## src/rtl/rdyctl_pkg.sv

```systemverilog
package rdyctl_pkg;

    typedef enum logic {
        BUS_WRITE = 1'b0,
        BUS_READ  = 1'b1
    } bus_dir_e;

    typedef struct packed {
        logic stall;
        logic pend;
        logic credit;
    } gate_regs_t;

endpackage

```

## src/rtl/rdyctl_cdc.sv

```systemverilog
module rdyctl_cdc #(
    parameter int               WIDTH     = 1,
    parameter int               STAGES    = 2,
    parameter logic [WIDTH-1:0] RESET_VAL = '0
) (
    input  logic             clk,
    input  logic             rst_n,
    input  logic [WIDTH-1:0] d,
    output logic [WIDTH-1:0] q
);
    localparam int LAST = STAGES - 1;

    logic [WIDTH-1:0] chain_d [STAGES];
    logic [WIDTH-1:0] chain_q [STAGES];

    always_comb begin
        chain_d[0] = d;
        for (int i = 1; i < STAGES; i++) begin
            chain_d[i] = chain_q[i-1];
        end
    end

    genvar g;
    generate
        for (g = 0; g < STAGES; g++) begin : g_stage
            always_ff @(posedge clk) begin
                if (!rst_n) chain_q[g] <= RESET_VAL;
                else        chain_q[g] <= chain_d[g];
            end
        end
    endgenerate

    assign q = chain_q[LAST];
endmodule

```

## src/rtl/rdyctl_edge.sv

```systemverilog
module rdyctl_edge (
    input  logic clk,
    input  logic rst_n,
    input  logic lvl,
    output logic pulse
);
    logic prev_d, prev_q;

    always_comb begin
        prev_d = lvl;
        pulse  = lvl & ~prev_q;
    end

    always_ff @(posedge clk) begin
        if (!rst_n) prev_q <= 1'b0;
        else        prev_q <= prev_d;
    end

    // A held level must produce a single grant.
    assert_single_pulse_R10: assert property (@(posedge clk) disable iff (!rst_n)
        pulse |=> !pulse);
endmodule

```

## src/rtl/rdyctl_gate.sv

```systemverilog
module rdyctl_gate
    import rdyctl_pkg::*;
(
    input  logic clk,
    input  logic rst_n,
    input  logic rdy_ok,
    input  logic rw,
    input  logic fetch,
    input  logic step_en,
    input  logic step_pulse,
    output logic stall
);
    gate_regs_t cur_q, nxt_d;
    bus_dir_e   dir;
    logic       is_rd;
    logic       step_hold;
    logic       fetch_free;

    always_comb begin
        dir        = bus_dir_e'(rw);
        is_rd      = (dir == BUS_READ);
        step_hold  = step_en && fetch && !cur_q.credit;
        nxt_d      = cur_q;

        nxt_d.stall = is_rd && (!rdy_ok || cur_q.pend || step_hold);

        if (is_rd)        nxt_d.pend = 1'b0;
        else if (!rdy_ok) nxt_d.pend = 1'b1;

        fetch_free   = is_rd && fetch && step_en && !nxt_d.stall;
        nxt_d.credit = step_en && (step_pulse || (cur_q.credit && !fetch_free));
    end

    always_ff @(posedge clk) begin
        if (!rst_n) cur_q <= '0;
        else        cur_q <= nxt_d;
    end

    assign stall = cur_q.stall;
endmodule

```

## src/rtl/rdyctl_bus.sv

```systemverilog
module rdyctl_bus #(
    parameter int ADDR_W = 16
) (
    input  logic              clk,
    input  logic              rst_n,
    input  logic              freeze,
    input  logic [ADDR_W-1:0] addr_in,
    input  logic              fetch_in,
    output logic [ADDR_W-1:0] addr_out,
    output logic              sync_out
);
    typedef struct packed {
        logic [ADDR_W-1:0] addr;
        logic              sync;
    } view_t;

    view_t view_d, view_q;

    always_comb begin
        view_d = view_q;
        if (!freeze) begin
            view_d.addr = addr_in;
            view_d.sync = fetch_in;
        end
    end

    always_ff @(posedge clk) begin
        if (!rst_n) view_q <= '0;
        else        view_q <= view_d;
    end

    assign addr_out = view_q.addr;
    assign sync_out = view_q.sync;
endmodule

```

## src/rtl/ready_step_ctrl.sv

```systemverilog
module ready_step_ctrl #(
    parameter int ADDR_W      = 16,
    parameter int RDY_STAGES  = 2,
    parameter int STEP_STAGES = 2
) (
    input  logic              clk,
    input  logic              rst_n,
    input  logic              ext_rdy,
    input  logic              core_rw,
    input  logic              core_fetch,
    input  logic [ADDR_W-1:0] core_addr,
    input  logic              step_en,
    input  logic              step_req,
    output logic              core_stall,
    output logic              sync_out,
    output logic [ADDR_W-1:0] addr_out
);
    logic rdy_s;
    logic step_s;
    logic step_pulse;

    rdyctl_cdc #(.WIDTH(1), .STAGES(RDY_STAGES), .RESET_VAL(1'b1)) u_rdy_sync (
        .clk(clk), .rst_n(rst_n), .d(ext_rdy), .q(rdy_s));

    rdyctl_cdc #(.WIDTH(1), .STAGES(STEP_STAGES), .RESET_VAL(1'b0)) u_step_sync (
        .clk(clk), .rst_n(rst_n), .d(step_req), .q(step_s));

    rdyctl_edge u_step_edge (
        .clk(clk), .rst_n(rst_n), .lvl(step_s), .pulse(step_pulse));

    rdyctl_gate u_gate (
        .clk(clk), .rst_n(rst_n), .rdy_ok(rdy_s), .rw(core_rw),
        .fetch(core_fetch), .step_en(step_en), .step_pulse(step_pulse),
        .stall(core_stall));

    rdyctl_bus #(.ADDR_W(ADDR_W)) u_bus (
        .clk(clk), .rst_n(rst_n), .freeze(core_stall), .addr_in(core_addr),
        .fetch_in(core_fetch), .addr_out(addr_out), .sync_out(sync_out));

    // A read seen with synchronised ready low must be stalled next cycle.
    assert_read_stalls_R2: assert property (@(posedge clk) disable iff (!rst_n)
        (core_rw && !rdy_s) |=> core_stall);

    // A stall is only ever raised on a cycle that was a read.
    assert_no_write_stall_R3: assert property (@(posedge clk) disable iff (!rst_n)
        core_stall |-> $past(core_rw));

    // The bus view is frozen while stalled.
    assert_addr_hold_R6: assert property (@(posedge clk) disable iff (!rst_n)
        core_stall |=> $stable(addr_out));

    // A held opcode fetch keeps its marker.
    assert_sync_hold_R7: assert property (@(posedge clk) disable iff (!rst_n)
        (core_stall && sync_out) |=> sync_out);
endmodule

```

## config.mk

```make
export PLATFORM = sky130hd
export DESIGN_NAME = ready_step_ctrl
export DESIGN_NICKNAME = d
export VERILOG_FILES = /design/src/rtl/rdyctl_pkg.sv /design/src/rtl/rdyctl_cdc.sv /design/src/rtl/rdyctl_edge.sv /design/src/rtl/rdyctl_gate.sv /design/src/rtl/rdyctl_bus.sv /design/src/rtl/ready_step_ctrl.sv
export SDC_FILE = /design/constraint.sdc
export NUM_CORES = 1
export LEC_CHECK = 0
export CORE_ASPECT_RATIO = 1.5
export CORE_MARGIN = 3
export CORE_UTILIZATION = 35
export CTS_BUF_LIST = sky130_fd_sc_hd__clkbuf_4
export CTS_CLUSTER_DIAMETER = 60
export DETAILED_ROUTE_END_ITERATION = 8
export DONT_BUFFER_PORTS = 1
export PLACE_DENSITY = 0.49
export SYNTH_ARGS = -nofsm -noshare
export SYNTH_HDL_FRONTEND = slang
export SYNTH_HIERARCHICAL = 1
export SYNTH_SLANG_ARGS = --single-unit
export TNS_END_PERCENT = 5
```

## constraint.sdc

```tcl
create_clock -name clk -period 1.15 [get_ports clk]
set_input_delay 0.0575 -clock clk [delete_from_list [all_inputs] [get_ports clk]]
set_output_delay 0.0575 -clock clk [all_outputs]
set_load 0.02 [all_outputs]
```

* Word level (Yosys, flattened, before mapping)
Memories as Yosys holds them, arrays and structs flattened.
Index checks and enable logic that the tools add are counted.
** Word-level totals
- Bits in registers :: 21
- Bits in writable memories :: 4
- Output and inout port bits :: 18
- Memories :: 2
** Cells by class
- Multiplexer cells :: 6
- Bitwise operators :: 7
- Reduce and logical (&&, ||, !) cells :: 16
** Memories
- u_rdy_sync.chain_q :: words 2, width 1, rd ports 2, clocked after memory_dff 0, write ports 2, line rdyctl_cdc.sv:14 : logic [WIDTH-1:0] chain_q [STAGES];
- u_step_sync.chain_q :: words 2, width 1, rd ports 2, clocked after memory_dff 0, write ports 2, line rdyctl_cdc.sv:14
** Operator list (count)
- $logic_and 1x1->1 :: 8
- $mux 1 :: 6
- $logic_not 1->1 :: 4
- $or 1x1->1 :: 4
- $logic_or 1x1->1 :: 3
- $not 1->1 :: 2
- $reduce_or 2->1 :: 1
- $and 1x1->1 :: 1

* Logic depth before layout (Yosys ltp)
Gate-level depths: netlist of the first run.
- Depth in word-level cells :: 10
- Mapped depth :: 4

* By module
The synthesis of the first run kept the hierarchy.
** By module, submodules not included
- rdyctl_bus :: times used 1, cells an instance 54, area an instance 651.9 um^2, sequential area each 340.3 um^2
- rdyctl_gate :: times used 1, cells an instance 11, area an instance 123.9 um^2, sequential area each 60.1 um^2
- rdyctl_cdc :: times used 2, cells an instance 4, area an instance 52.6 um^2, sequential area each 40.0 um^2
- rdyctl_edge :: times used 1, cells an instance 3, area an instance 40.0 um^2, sequential area each 20.0 um^2

* Least setup slack after synthesis of the first run
OpenSTA, ideal clock, no wires.
- Kind :: register to register
- From :: register u_gate.cur_q, in the netlist u_gate/stall
- To :: register u_bus.view_q, in the netlist u_bus/addr_out[10]
- Library setup time :: 0.116 ns
- Arrival time :: 0.975 ns
- Required time :: 1.034 ns
- Setup slack :: 0.059 ns
- Stages on the path, launching flop included :: 5
- Buffers on the path :: 2
- Cells stage by stage :: dfxtp_1 buf_6 buf_12 mux2i_1 nor2b_1
** RTL lines
- start, declared :: line rdyctl_gate.sv:13 : gate_regs_t cur_q, nxt_d;
- start signal, assigned :: line rdyctl_gate.sv:36 : else cur_q <= nxt_d;
- end signal, assigned :: line rdyctl_bus.sv:29 : else view_q <= view_d;
- end, declared :: line rdyctl_bus.sv:17 : view_t view_d, view_q;

==> flow_summary_export.csv, run 1 <==
group,metric,value,unit
floorplan,placement_rows,22,
min_path,hold_path_depth,2,
synthesis,mean_syn_cell_area,12.1,µm²
worst_setup_path,crit_path_max_fanout,1,
synthesis,synth.largest_area_cell,"sky130_fd_sc_hd__dfxtp_1",
cts,cts.sink_count,25,
worst_setup_path,setup.worst_path.end_class,"flop",
final_layout,mostFrequentLayoutCell,"sky130_fd_sc_hd__dfxtp_1",
drt,vias_per_cell,4.84,
floorplan,fp.dieH,68.8,µm
synthesis,combinational_family_with_the_most_area_after_synthesis,"simple AND/OR/NAND/NOR gates",
drt,dr.pass1.iters,4,
timing,period_share,92.9,%
timing,setup_viol,0,
global_route,grt_util_overall,11.4,%
timing,totalNegativeSetupSlack,0,ns
placement,detailed_place_hpwl,1040,µm
worst_setup_path,path_type_of_the_worst_setup_path,"flop to flop",
worst_setup_path,worst-endpoint-required,1.36,ns
power,cellLeakagePower,0.467,nW
synthesis,yosys.area_share.simple,21.1,%
final_layout,share_of_layout_cells_above_drive_strength_1,9.71,%
drt,drt_iter0_drc,6,
timing,timing.final.crit_period,1.07,ns
timing,slew_viol_final,0,
timing,fin_worst_skew,0.00485,ns
final_layout,insertedDiodeCount,0,
drt,drt_drc_violations_left,0,
timing,achievable-frequency,936,MHz
placement,detailedPlace.worstSlack,0.223,ns
floorplan,floorplan_core_area,2480,µm²
worst_setup_path,critPathArrivalTime,1.28,ns
min_path,min_path_type,"input pin to flop",
synthesis,synthesis.instances,76,
floorplan,io-pin-count,41,
floorplan,fp.dieW,47.9,µm
global_route,first_global_vias,633,
flow_run,cap_violations,0,
placement,io_buffers,0,
synthesis,synth.top_cells.by_area,"sky130_fd_sc_hd__dfxtp_1 (54%), sky130_fd_sc_hd__mux2i_1 (18%), sky130_fd_sc_hd__nor2b_1 (12%), sky130_fd_sc_hd__nor2b_4 (3.0%), sky130_fd_sc_hd__buf_12 (2.2%)",
synthesis,yosys_warnings,6,
outcome,run_status,"finished clean",
worst_setup_path,rr_worst_depth,2,
drt,wl,1710,µm
global_route,grt_antenna_before_repair,0,
cts,number_of_buffers_created_by_cts,3,
power,power.density,1290,nW/µm²
synthesis,synth-compound-area-share,2.31,%
cts,cts_max_path_buffers,2,
global_route,wire_length_of_the_first_global_routing_pass,2620,µm
synthesis,synthDistinctLibCells,16,
cts,cts_tree,"yes",
power,peakVddDrop,0.000723,V
final_layout,commonest_non_fill_non_tap_cells_in_the_layout,"sky130_fd_sc_hd__dfxtp_1 (25), sky130_fd_sc_hd__dlygate4sd3_1 (22), sky130_fd_sc_hd__mux2i_1 (17), sky130_fd_sc_hd__nor2b_1 (17), sky130_fd_sc_hd__clkbuf_4 (4)",
drt,postRouteAntennaNets,0,
floorplan,initial_cell_density_of_the_core,37.2,%
synthesis,mappedNetlistNets,99,
final_layout,n_fill_cell,254,
timing,worst_relative_slew_slack,59.0,%
drt,vias,615,
cts,post_cts.repair.setup_buffers,0,
synthesis,synth.yosys.seq_area_share,54.3,%
synthesis,synth-adder-area-share,0,%
synthesis,post-synth-top-area-fraction,54.3,%
timing,worst_slack,0.0815,ns
worst_setup_path,critical_path.startpoint_type,"flop",
synthesis,netlist_area,921,µm²
timing,rsz0062_at_grt,"no",
final_layout,final_net_count,127,
final_layout,syn2layout_area_growth,31.8,%
cts,insertion_delay,0.31,ns
cts,clkSlewWorstSetupHoldPaths,0.13,ns
synthesis,postSynthRegisterBits,25,
drt,post_drt_wl_per_cell,13.4,µm
placement,place.gp.congestion,0.626,
floorplan,dieArea,3300,µm²
timing,hold_viol,0,
synthesis,synth-xor-area-share,0,%
global_route,largest_net_degree_at_the_start_of_global_routing,24,
timing,tightest_slew,0.615,ns
synthesis,synth_mux_area_share,18.5,%
global_route,globalRoute.totalOverflow,0,
cts,clock_tree.htree_level_count,1,
cts,cts.root.buffer_cell,"sky130_fd_sc_hd__clkbuf_4",
area by class of cell:
type / count / area (µm²) / area share, %
Clock buffer: 4 / 30.0 / 2.47
Tap cell: 24 / 30.0 / 2.47
Multi-Input combinational cell: 48 / 385 / 31.8
Timing Repair Buffer: 26 / 268 / 22.1
Sequential cell: 25 / 500 / 41.2
per-stage QoR:
step | utilization, % | hold slack, ns | instances | cell area (µm²) | total power (W)
2_1_floorplan | - | 0.131 | 76 | 921 | 0.00110
3_3_place_gp | 38.4 | 0.135 | 100 | 951 | 0.00111
3_5_place_dp | 38.4 | 0.138 | 100 | 951 | 0.00111
4_1_cts | 48.9 | 0.0148 | 127 | 1210 | 0.00159
5_1_grt | 49.0 | 0.00934 | 127 | 1210 | 0.00166
6_report | 49.0 | 0.0295 | 127 | 1210 | 0.00157
repair_timing:
item,CTS,global route
hold buffers,23,0
gates resized for setup,0,1
hold endpoints to repair,25,0
setup endpoints to repair,0,1
power breakdown:
part / leakage [nW] / switching, W / internal, W
Sequential: 0.207 / 0.0000710 / 0.000915
Combinational: 0.241 / 0.0000621 / 0.000114
Clock: 0.0184 / 0.000246 / 0.000159
Total: 0.467 / 0.000379 / 0.00119
logic make-up (layout without fill, tap and decap cells):
group,after synthesis,in the layout
simple gates,28,28
flops,25,25
mux,17,17
compound gates,3,3
buf+inv,3,30
flip-flops by register name, indices dropped and copies added (netlist names):
| signal | cells |
|---|---|
| u_bus/sync_out | 1 |
| u_step_edge/prev_q | 1 |
| u_gate/cur_q | 2 |
| u_step_sync/chain_q | 2 |
| u_bus/addr_out | 16 |
| u_rdy_sync/chain_q | 2 |
| u_gate/stall | 1 |
path summary, 6_finish.rpt:
path                                        startpoint                endpoint  slack [ns]
worst max-delay path             u_rdy_sync/chain_q[0]   u_rdy_sync/chain_q[1]        0.08
worst min-delay path                           step_en         u_gate/cur_q[0]        0.03
worst max register to register   u_rdy_sync/chain_q[0]   u_rdy_sync/chain_q[1]        0.08
worst min register to register  u_step_sync/chain_q[0]  u_step_sync/chain_q[1]        0.45
critical path: stages, from the launching register on:
cell and delay (ns):
sky130_fd_sc_hd__dfxtp_1 0.31, sky130_fd_sc_hd__nand2b_1 0.12, sky130_fd_sc_hd__dlygate4sd3_1 0.54
synthesized netlist by cell type:
cell type	n
sky130_fd_sc_hd__dfxtp_1	25
sky130_fd_sc_hd__mux2i_1	17
sky130_fd_sc_hd__nor2b_1	17
sky130_fd_sc_hd__and2_1	3
sky130_fd_sc_hd__nand2b_1	2
sky130_fd_sc_hd__nor2b_4	2
sky130_fd_sc_hd__a21oi_1	1
sky130_fd_sc_hd__a21oi_2	1
sky130_fd_sc_hd__and4b_1	1
sky130_fd_sc_hd__buf_12	1
sky130_fd_sc_hd__buf_6	1
sky130_fd_sc_hd__clkbuf_1	1
sky130_fd_sc_hd__nand2_1	1
sky130_fd_sc_hd__nand3b_1	1
sky130_fd_sc_hd__nor3b_1	1
sky130_fd_sc_hd__o211ai_1	1
metal layers:
layer | GRT usage [%] | vias up | wire [µm]
met4 | 6.06 | 0 | 17
met5 | 0 | - | 0
met3 | 4.16 | 2 | 158
li1 | - | 310 | -
met1 | 11.3 | 278 | 621
met2 | 19.7 | 25 | 908
No activity file was read; power rests on OpenSTA's default activity.
==> run 2: changes to the inputs <==
- CORE_UTILIZATION: 35 -> 45
- PLACE_DENSITY: 0.49 -> 0.6
==> run 2 against run 1 <==
Against the previous run: clock skew fell by 0.0024 ns; sequential power rose by 0.6%; maximum frequency is 9.0% higher; worst hold slack gained 0.0016 ns; routed wire length is 7.9% lower; utilization is 15 points higher; global-route usage up 1.8 points; largest cell class unchanged; register-to-register slack improved by 0.09 ns; critical path depth grew 1; first-iteration DRC count is the same; highest routed layer unchanged.
==> flow_summary_export.csv, run 2 (synthesis gave the netlist of run 1 again) <==
group,metric,value,unit
outcome,run_status,"finished clean",
final_layout,insertedDiodeCount,0,
worst_setup_path,rr_worst_depth,3,
global_route,grt_antenna_before_repair,0,
timing,achievable-frequency,1020,MHz
final_layout,mostFrequentLayoutCell,"sky130_fd_sc_hd__dfxtp_1",
global_route,grt_util_overall,13.2,%
drt,post_drt_wl_per_cell,12.9,µm
final_layout,multi_input_area,385,µm²
global_route,largest_net_degree_at_the_start_of_global_routing,26,
floorplan,fp.dieW,42.9,µm
final_layout,largest_register_ffs,16,
timing,tightest_slew,0.659,ns
timing,totalNegativeSetupSlack,0,ns
drt,vias_per_cell,4.96,
final_layout,regArea,502,µm²
floorplan,dieArea,2640,µm²
timing,rsz0062_at_grt,"no",
global_route,first_global_vias,625,
min_path,hold_path_depth,2,
floorplan,initial_cell_density_of_the_core,49.0,%
floorplan,floorplan_core_area,1880,µm²
cts,clkSlewWorstSetupHoldPaths,0.12,ns
worst_setup_path,worst-path-stages,3,
worst_setup_path,critical_path.max_stage_delay,0.45,ns
timing,period_share,85.2,%
final_layout,final_net_count,125,
drt,wl,1570,µm
placement,place.gp.congestion,0.647,
worst_setup_path,cp_top_family,"flip-flops",
drt,dr.pass1.iters,2,
worst_setup_path,path_type_of_the_worst_setup_path,"flop to flop",
worst_setup_path,critical-path-slowest-cell,"sky130_fd_sc_hd__dfxtp_2",
timing,setup_viol,0,
floorplan,io-pin-count,41,
timing,hold_viol,0,
drt,postRouteAntennaNets,0,
power,peakVddDrop,0.000950,V
power,power,0.00154,W
drt,drt_iter0_drc,6,
cts,cts_max_path_buffers,2,
worst_setup_path,crit_path_max_fanout,13,
drt,drt_drc_violations_left,0,
final_layout,n_fill_cell,143,
power,cellLeakagePower,0.461,nW
global_route,globalRoute.totalOverflow,0,
final_layout,share_of_layout_cells_above_drive_strength_1,9.90,%
timing,slew_viol_final,0,
cts,insertion_delay,0.30,ns
min_path,min_path_type,"input pin to flop",
floorplan,placement_rows,19,
worst_setup_path,critPathArrivalTime,1.19,ns
cts,clock_tree.htree_level_count,1,
floorplan,fp.dieH,61.4,µm
worst_setup_path,worst-path-buf-inv,1,
final_layout,commonest_non_fill_non_tap_cells_in_the_layout,"sky130_fd_sc_hd__dfxtp_1 (24), sky130_fd_sc_hd__dlygate4sd3_1 (21), sky130_fd_sc_hd__mux2i_1 (17), sky130_fd_sc_hd__nor2b_1 (17), sky130_fd_sc_hd__clkbuf_4 (4)",
flow_run,cap_violations,0,
worst_setup_path,setup.worst_path.end_class,"flop",
cts,cts.sink_count,25,
worst_setup_path,critical_path.startpoint_type,"flop",
placement,detailed_place_hpwl,1020,µm
timing,worst_relative_slew_slack,56.0,%
worst_setup_path,path_cells,"buf_12 -> mux2i_1 -> nor2b_1",
cts,cts.root.buffer_cell,"sky130_fd_sc_hd__clkbuf_4",
global_route,wire_length_of_the_first_global_routing_pass,2580,µm
cts,number_of_buffers_created_by_cts,3,
cts,cts_tree,"yes",
timing,timing.final.crit_period,0.980,ns
worst_setup_path,worst-endpoint-required,1.36,ns
timing,fin_worst_skew,0.00248,ns
final_layout,syn2layout_area_growth,29.6,%
drt,vias,605,
power,power.density,1290,nW/µm²
placement,io_buffers,0,
final_layout,final_core_util,63.6,%
run 2: worst paths after layout:
path,endpoint,from,slack (ns)
worst max-delay path,u_bus/addr_out[14],u_gate/stall,0.17
worst min-delay path,u_gate/cur_q[0],step_en,0.03
worst max register to register,u_bus/addr_out[14],u_gate/stall,0.17
worst min register to register,u_rdy_sync/chain_q[1],u_rdy_sync/chain_q[0],0.43
run 2: power breakdown:
| part | switching, W | internal [W] |
|---|---|---|
| combinational | 0.0000556 | 0.000110 |
| sequential | 0.0000771 | 0.000915 |
| clock | 0.000226 | 0.000159 |
run 2: cell type report:
| class | instances | share of cell area (%) |
|---|---|---|
| tap | 21 | 2.20 |
| sequential | 25 | 42.0 |
| clock buffer | 4 | 2.52 |
| timing repair buffer | 24 | 21.0 |
| multi-input combinational | 48 | 32.3 |
run 2: worst register-to-register path, delay by kind of cell, from the launching register on:
family | cells | cell delay (ns)
DFF | 1 | 0.45
muxes | 1 | 0.20
buffers and inverters | 1 | 0.18
and+or+nand+nor | 1 | 0.06
run 2: metal layers:
metal	GRT usage (%)	share of wire (%)	vias up
li1	-	-	305
met2	24.2	52	25
met1	13.0	38	273
met5	0	0	-
met4	9.05	1.0	0
met3	3.22	9.0	2
run 2: repair_timing:
| item | CTS | global route |
|---|---|---|
| hold buffers | 22 | 0 |
| setup endpoints to repair | 0 | 14 |
| resized for setup | 0 | 2 |
| buffers inserted | 0 | 0 |
| hold endpoints to repair | 25 | 0 |
run 2: through the flow:
step           hold slack (ns)  instance area [µm²]  cells  worst slack (ns)
4_1_cts                 0.0108                 1190    122          0.000988
2_1_floorplan            0.131                  921     76            0.0593
5_1_grt                0.00974                 1190    122            0.0933
6_report                0.0311                 1190    122             0.170
3_5_place_dp             0.138                  940     96            0.0495
3_3_place_gp             0.134                  940     96            0.0510
==> run 3: changes to the inputs <==
- CORE_UTILIZATION: 45 -> 32
- PLACE_DENSITY: 0.6 -> 0.46
==> run 3 against run 2 <==
Against the previous run: die area increased by 35%; sequential cell count is the same; worst hold slack gained 0.0057 ns; critical endpoint is now u_rdy_sync/chain_q[1]; largest cell class unchanged.
==> flow_summary_export.csv, run 3 (synthesis gave the netlist of run 1 again) <==
group,metric,value,unit
outcome,run_status,"finished clean",
global_route,grt_antenna_before_repair,0,
drt,drt_drc_violations_left,0,
power,comb_power_share,11.0,%
global_route,use_met3,3.53,%
timing,period_share,93.2,%
power,power.share.switching,24.8,%
placement,dp.cells,112,
floorplan,fp.dieW,49.8,µm
global_route,first_global_vias,659,
final_layout,commonest_non_fill_non_tap_cells_in_the_layout,"sky130_fd_sc_hd__dfxtp_1 (24), sky130_fd_sc_hd__dlygate4sd3_1 (22), sky130_fd_sc_hd__mux2i_1 (17), sky130_fd_sc_hd__nor2b_1 (17)",
power,power.density,1260,nW/µm²
drt,wl,1770,µm
timing,tightest_slew,0.652,ns
final_layout,regArea,502,µm²
worst_setup_path,setup.worst_path.end_class,"flop",
min_path,min_path_type,"input pin to flop",
final_layout,final_core_util,45.1,%
power,seq_power_share,64.6,%
timing,rsz0062_at_grt,"no",
timing,achievable-frequency,933,MHz
drt,postRouteAntennaNets,0,
placement,io_buffers,0,
flow_run,cap_violations,0,
power,power,0.00154,W
drt,vias_per_cell,4.35,
floorplan,placement_rows,23,
global_route,largest_net_degree_at_the_start_of_global_routing,24,
timing,hold_viol,0,
timing,setup_viol,0,
worst_setup_path,worst-endpoint-required,1.36,ns
global_route,globalRouteMet2Util,18.6,%
cts,clkSlewWorstSetupHoldPaths,0.13,ns
timing,worst_relative_slew_slack,56.6,%
power,peakVddDrop,0.000529,V
final_layout,insertedDiodeCount,0,
final_layout,multi_input_area,385,µm²
final_layout,final_net_count,126,
drt,vias,604,
cts,clock_tree.htree_level_count,1,
drt,drt_iter0_drc,6,
cts,cts.sink_count,25,
cts,insertion_delay,0.31,ns
worst_setup_path,crit_path_max_fanout,1,
timing,hold_slack,0.0368,ns
global_route,globalRoute.totalOverflow,0,
timing,totalNegativeSetupSlack,0,ns
drt,dr.pass1.iters,2,
cts,cts_max_path_buffers,2,
worst_setup_path,critPathArrivalTime,1.28,ns
floorplan,floorplan_core_area,2710,µm²
final_layout,n_fill_cell,270,
final_layout,mostFrequentLayoutCell,"sky130_fd_sc_hd__dfxtp_1",
power,internal-power,0.00116,W
cts,cts.root.buffer_cell,"sky130_fd_sc_hd__clkbuf_4",
timing,fin_worst_skew,0.00371,ns
floorplan,initial_cell_density_of_the_core,34.0,%
final_layout,share_of_layout_cells_above_drive_strength_1,9.80,%
power,cellLeakagePower,0.461,nW
global_route,groute.layer.met1.usage,12.0,%
worst_setup_path,path_type_of_the_worst_setup_path,"flop to flop",
global_route,global_route.peak_usage_layer,"met2",
global_route,grt_util_overall,10.9,%
cts,number_of_buffers_created_by_cts,3,
final_layout,syn2layout_area_growth,32.6,%
final_layout,largest_register_ffs,16,
power,clkPwrFrac,24.4,%
floorplan,io-pin-count,41,
cts,post_cts.repair.setup_buffers,0,
cts,cts_tree,"yes",
power,switchingPower,0.000380,W
floorplan,fp.dieH,71.7,µm
placement,detailed_place_hpwl,1160,µm
global_route,wire_length_of_the_first_global_routing_pass,3020,µm
timing,timing.final.crit_period,1.07,ns
floorplan,dieArea,3570,µm²
drt,post_drt_wl_per_cell,12.7,µm
final_layout,final_cell_count_no_fill,139,
timing,slew_viol_final,0,
worst_setup_path,critical_path.startpoint_type,"flop",
placement,place.gp.congestion,0.610,
[run 3: cell types whose count changed in the layout (fill, tap and decap cells not counted), sizes merged]
| cell | change |
|---|---|
| dlygate4sd3 | +1 |
| clkbuf | -1 |
| clkinv | +1 |
[run 3: routing by layer]
layer	share of wire (%)	wire length, µm	vias up
met5	0	0	-
met1	40	707	270
met4	0.96	17	0
li1	-	-	306
met3	8.4	148	2
met2	51	896	26
[run 3: final timing paths]
path	from	end	slack, ns	cells past startpoint
worst min-delay path	step_en	u_gate/cur_q[0]	0.04	2
worst max register to register	u_rdy_sync/chain_q[0]	u_rdy_sync/chain_q[1]	0.08	2
worst max-delay path	u_rdy_sync/chain_q[0]	u_rdy_sync/chain_q[1]	0.08	2
worst min register to register	u_step_sync/chain_q[0]	u_step_sync/chain_q[1]	0.44	1
[run 3: area by class of cell]
| cell class | count | share of cell area, % |
|---|---|---|
| timing repair buffer | 25 | 21.3 |
| sequential | 25 | 41.1 |
| tap | 37 | 3.79 |
| clock buffer | 3 | 1.84 |
| clock inverter | 1 | 0.410 |
| multi-input combinational | 48 | 31.6 |
[run 3: timing repair]
item	in CTS	in global routing
hold buffers	23	0
endpoints found under the setup margin	0	10
hold endpoints to repair	25	0
resized for setup	0	2
[run 3: through the flow]
step / worst slack, ns / cell area [µm²]
after detailed placement: 0.0439 / 960
final: 0.0778 / 1220
after floorplan: 0.0593 / 921
after global placement: 0.0823 / 960
after CTS: 0.00651 / 1220
after global routing: 0.0441 / 1220
[run 3: power groups by stage]
stage	clock, W	sequential, W	combinational [W]
2_1_floorplan	0	0.00100	0.0000924
3_3_place_gp	0	0.00101	0.0000950
3_5_place_dp	0	0.00101	0.0000975
4_1_cts	0.000412	0.000995	0.000169
5_1_grt	0.000441	0.00100	0.000187
6_report	0.000376	0.000993	0.000168
[run 3: worst max-delay path, cell delays in order, from the launching register on]
cell and delay [ns]:
sky130_fd_sc_hd__dfxtp_1 0.32, sky130_fd_sc_hd__nand2b_1 0.12, sky130_fd_sc_hd__dlygate4sd3_1 0.54
